$ cat config.mk
export PLATFORM = sky130hd
export DESIGN_NAME = lpad_verdict
export DESIGN_NICKNAME = d
export VERILOG_FILES = /design/src/rtl/lpad_cfi_pkg.sv /design/src/rtl/lpad_verdict.sv
export SDC_FILE = /design/constraint.sdc
export NUM_CORES = 1
export LEC_CHECK = 0
export BUFFER_PORTS_ARGS = -buffer_cell sky130_fd_sc_hd__buf_4
export CAP_MARGIN = 20
export CORE_AREA = 3 3 58 60
export DETAILED_ROUTE_END_ITERATION = 8
export DIE_AREA = 0 0 61 63
export PLACE_DENSITY = 0.65
export RECOVER_POWER = 25
export SYNTH_ARGS = -nofsm -noshare
export SYNTH_HDL_FRONTEND = slang
export SYNTH_SLANG_ARGS = --single-unit
$ cat constraint.sdc
create_clock -name vclk -period 0.8
set_input_delay 0.08 -clock vclk [all_inputs]
set_output_delay 0.08 -clock vclk [all_outputs]
set_load 0.005 [all_outputs]
$ cat src/rtl/lpad_cfi_pkg.sv
package lpad_cfi_pkg;
  localparam int INSN_W  = 32;
  localparam int LABEL_W = 20;
  localparam int LABEL_LO = 12;
  localparam int LABEL_HI = LABEL_LO + LABEL_W - 1;

  localparam logic [6:0] OPC_JUMP_REG = 7'b1100111;
  localparam logic [6:0] OPC_UPPER_PC = 7'b0010111;
  localparam logic [2:0] F3_JUMP_REG  = 3'b000;

  // source registers that bypass the landing pad rule
  localparam int N_EXEMPT = 3;
  localparam logic [4:0] EXEMPT_SRC [N_EXEMPT] = '{5'd1, 5'd5, 5'd7};

  typedef struct packed {
    logic               tracked_jump;
    logic               is_pad;
    logic [LABEL_W-1:0] pad_label;
  } insn_info_t;
endpackage

$ cat src/rtl/lpad_verdict.sv
module lpad_verdict
  import lpad_cfi_pkg::*;
#(
  parameter int XLEN       = 64,
  parameter int ALIGN_BITS = 2
) (
  input  logic            clk,
  input  logic            rst,
  input  insn_info_t      info,
  input  logic [XLEN-1:0] pc,
  input  logic [XLEN-1:0] label_reg,
  output logic            violation
);
  logic misaligned;
  logic label_bad;
  logic unused_bits;

  assign misaligned  = |pc[ALIGN_BITS-1:0];
  assign label_bad   = (info.pad_label != '0) &&
                       (info.pad_label != label_reg[LABEL_HI:LABEL_LO]);
  assign unused_bits = ^{pc[XLEN-1:ALIGN_BITS], label_reg[XLEN-1:LABEL_HI+1],
                         label_reg[LABEL_LO-1:0]};

  always_comb begin
    if (!info.is_pad) violation = 1'b1;
    else              violation = misaligned | label_bad;
  end

  AST_ZERO_LABEL_PASSES: assert property (@(posedge clk) disable iff (rst)
    (info.is_pad && pc[ALIGN_BITS-1:0] == '0 && info.pad_label == '0) |-> !violation);
  AST_ODD_PAD_FAILS: assert property (@(posedge clk) disable iff (rst)
    (info.is_pad && pc[ALIGN_BITS-1:0] != '0) |-> violation);
endmodule

# [Word level (Yosys, flattened, before mapping)]
# Cells that the tools add are included.
[word_totals] register_bits=0 input_bits=152 elab_cells=6 output_inout_bits=1
[classes] n_mux=1 n_eq_ne=1 n_reduce_logical=3 n_bitwise=1
[ops] operator="20-bit inequality test" n=1
[ops] operator="20-bit nonzero test" n=1
[ops] operator="2-bit OR reduction" n=1
[ops] operator="1-bit logical AND" n=1
[ops] operator="1-bit 2-to-1 mux" n=1
[ops] operator="1-bit bitwise OR" n=1

# [Longest topological paths before layout]
[logic_depth] word_depth=4 ltp_mapped=4 mapped_depth_nobuf=4

# [Worst setup path after synthesis]
# OpenSTA, ideal clock, no wires.
[synth_path] path_kind="input -> output" startpoint="in label_reg[13]" endpoint="out violation" t_arrival_ns=0.715 setup_slack_ns=0.005 required_time_ns=0.720 n_path_buf=0 path_stages=4 cell_sequence="xnor2_1 nand4_1 nor4_1 a41oi_1"
[synth_between] elab_chain_cells=4
[synth_lines] item="start, declared" line="lpad_verdict.sv:11" text="input logic [XLEN-1:0] label_reg,"
[synth_lines] item="20-bit inequality test" line="lpad_verdict.sv:20" text="(info.pad_label != label_reg[LABEL_HI:LABEL_LO]);"
[synth_lines] item="1-bit logical AND" line="lpad_verdict.sv:19" text="assign label_bad = (info.pad_label != '0) &&"
[synth_lines] item="1-bit bitwise OR" line="lpad_verdict.sv:26" text="else violation = misaligned | label_bad;"
[synth_lines] item="1-bit 2-to-1 mux" line="lpad_verdict.sv:25" text="if (!info.is_pad) violation = 1'b1;"
[synth_lines] item="end, declared" line="lpad_verdict.sv:12" text="output logic violation"
# No other way between the ends.

# [Worst setup path in the final report]
[layout_path] startpoint="in info[16] (netlist name)" endpoint="out violation"
[layout_between] elab_chain_cells=4
[layout_lines] item="start, declared" line="lpad_verdict.sv:9" text="input insn_info_t info,"
[layout_lines] item="20-bit inequality test / 20-bit nonzero test (equally long branches)" line="lpad_verdict.sv:20, lpad_verdict.sv:19"
[layout_lines] item="1-bit logical AND *" line="lpad_verdict.sv:19"
[layout_lines] item="1-bit bitwise OR *" line="lpad_verdict.sv:26"
[layout_lines] item="1-bit 2-to-1 mux *" line="lpad_verdict.sv:25"
# Mark *: on every way between the ends. The rest lies on a longest branch, timed or not.

==> impl_metrics.tcl <==
set metrics [dict create \
    layout_worst_path_cycle_share_pct 141 \
    drc 0 \
    timing.hold.worst.start "pc[1]" \
    initial_antenna_violation_count 0 \
    critPathKind "input port to output port" \
    synth_seq_area_share_pct 0 \
    grt_start_max_net_pins 3 \
    rsz_0062_raised_after_global_routing "yes" \
    outcome "finished with violations" \
    postSynthNetCount 188 \
    worstPathArrival_ns 1.05 \
    pre_cts_ws_ns -0.449 \
    post_synth_num_cell_types 9 \
    die-height_um 63 \
    synth_area_um2 273 \
    endpoint_kind "output port" \
    min_path_cells 4 \
    avgRoutedWirePerCell_um 13.9 \
    rows 20 \
    timing.critical_path.fanout_max 2 \
    grt_util_all_layers_pct 7.50 \
    weighted_congestion_at_the_end_of_routability_driven_global_placement 0.719 \
    max_slew.worst_pin.slew_ns 0.318 \
    synth.most_common_cell "sky130_fd_sc_hd__xnor2_1" \
    nFillCells 316 \
    initial_utilization_pct 9.16 \
    layout.sequential_cells 0 \
    placeableCoreArea_mm2 0.00298 \
    num-nets-final 235 \
    routed_wirelength_um 1580 \
    fin_tns_setup_ns -0.330 \
    drt_pass1_iterations 3 \
    die_width_um 61 \
    critical_path_required_ns 0.72 \
    setup_viol 1 \
    ant_nets 0 \
    globalRoute.totalOverflow 0 \
    ys_top_cells_by_count "sky130_fd_sc_hd__xnor2_1, sky130_fd_sc_hd__nor4_1, sky130_fd_sc_hd__nand4_1, sky130_fd_sc_hd__xor2_1" \
    final.clkbuf_count 0 \
    failed_checks "setup timing" \
    via_count 447 \
    first_global_vias 536 \
    area.growth.synth_to_final_pct 200 \
    max-vdd-ir-drop_mv 0.101 \
    dp.final_hpwl_um 1310 \
    ioPinCount 153 \
    period_minus_slack_ns 1.13 \
    worstSetupStartpointType "input port" \
    maxSlewViolCount 0 \
    maximum_operating_frequency_mhz 885 \
    vias_per_cell 3.92 \
    ys_warn_count 0 \
    grt_pass1_wl_um 2230 \
    cap_viol_max_count 0 \
    max-slew-margin-rel_pct 78.6 \
    synth_top_cell_area_share_pct 51.4 \
    synthesis.area_per_instance_um2 7.58 \
    ys_top_cells_by_area "sky130_fd_sc_hd__xnor2_1, sky130_fd_sc_hd__nor4_1, sky130_fd_sc_hd__xor2_1" \
    min-delay-path-class "input port to output port" \
    final_hold_viol_count 0 \
    drive_gt1_share_pct 75.3 \
    synthesis.instances 36 \
    timing.hold.worst_endpoint "violation" \
    power-per-cell-area_mw_per_mm2 499 \
    leakagePower_nw 0.368 \
    number_of_antenna_diodes 0 \
    die-area_mm2 0.00384 \
    post-route-worst-setup-slack_ns -0.330 \
    drt_first_iter_violations 13 \
    holdBufCountCts 0 \
    seqCellArea_um2 0 \
    port-buffer-count 44 \
    netlist.top_cell.by_area "sky130_fd_sc_hd__xnor2_1" \
]
[cell usage in the layout (no fill, tap or decap)]
master                    synthesis  routed
sky130_fd_sc_hd__nor2_1           1       1
sky130_fd_sc_hd__xnor2_2          0      14
sky130_fd_sc_hd__nand2_1          1       1
sky130_fd_sc_hd__a41oi_1          1       1
sky130_fd_sc_hd__xnor2_1         16       2
sky130_fd_sc_hd__xor2_1           4       4
sky130_fd_sc_hd__buf_6            0      11
sky130_fd_sc_hd__nor3b_1          1       1
sky130_fd_sc_hd__nor4_2           0       1
sky130_fd_sc_hd__nand3_1          1       1
sky130_fd_sc_hd__nor4_4           0       1
sky130_fd_sc_hd__nand4_1          4       4
sky130_fd_sc_hd__nor4_1           7       5
sky130_fd_sc_hd__buf_4            0      34
[cell families after synthesis]
group and share of synthesized area [%]:
AO/OA/AOI/OAI 3.21, XOR/XNOR 64.2, AND/OR/NAND/NOR 32.6
[area by class of cell]
class,instances,area [um2],share of cell area [%]
Multi-Input combinational cell,36,399,48.7
Tap cell,33,41.3,5.04
Timing Repair Buffer,45,379,46.3
[worst max-delay path: stages]
cell and delay [ns]:
sky130_fd_sc_hd__buf_4 0.12, sky130_fd_sc_hd__xnor2_2 0.13, sky130_fd_sc_hd__nand4_1 0.14, sky130_fd_sc_hd__nor4_2 0.26, sky130_fd_sc_hd__a41oi_1 0.14, sky130_fd_sc_hd__buf_4 0.17
[routing by layer]
layer / part of all wire (%) / global-route usage, %
met5: 0 / 0
met3: 1.5 / 0.207
met2: 73 / 17.5
met1: 24 / 6.13
met4: 1.6 / 1.08
[worst max path at each step]
| stage | startpoint | end | slack [ns] |
|---|---|---|---|
| after floorplan | label_reg[13] | violation | 0.005 |
| after global placement | info[19] | violation | -0.47 |
| after detailed placement | info[19] | violation | -0.45 |
| after CTS | label_reg[30] | violation | -0.34 |
| after global routing | info[16] | violation | -0.41 |
| final | info[16] | violation | -0.33 |
[where the power goes]
part / total [W] / internal (W) / switching [W]
Sequential: 0 / 0 / 0
Clock: 0 / 0 / 0
Combinational: 0.000409 / 0.000272 / 0.000138
Total: 0.000409 / 0.000272 / 0.000138
[repair_timing]
action / 4_1_cts / 5_1_grt
resized for setup: 19 / 9
pin swaps: 10 / 7
endpoints found under the hold margin: 0 / 0
setup buffers: 0 / 0
gates cloned: 0 / 0
endpoints found under the setup margin: 1 / 1
[metrics by stage]
stage	total power, W	hold slack [ns]	utilization, %	std cells	instance area, um2
3_3_place_gp	0.000308	0.574	22.1	115	659
5_1_grt	0.000436	0.608	27.5	114	820
4_1_cts	0.000383	0.582	25.9	114	772
2_1_floorplan	0.0000981	0.365	-	36	273
6_report	0.000409	0.575	27.5	114	820
3_5_place_dp	0.000312	0.586	22.1	115	659
No activity file was read; power rests on OpenSTA's default activity.
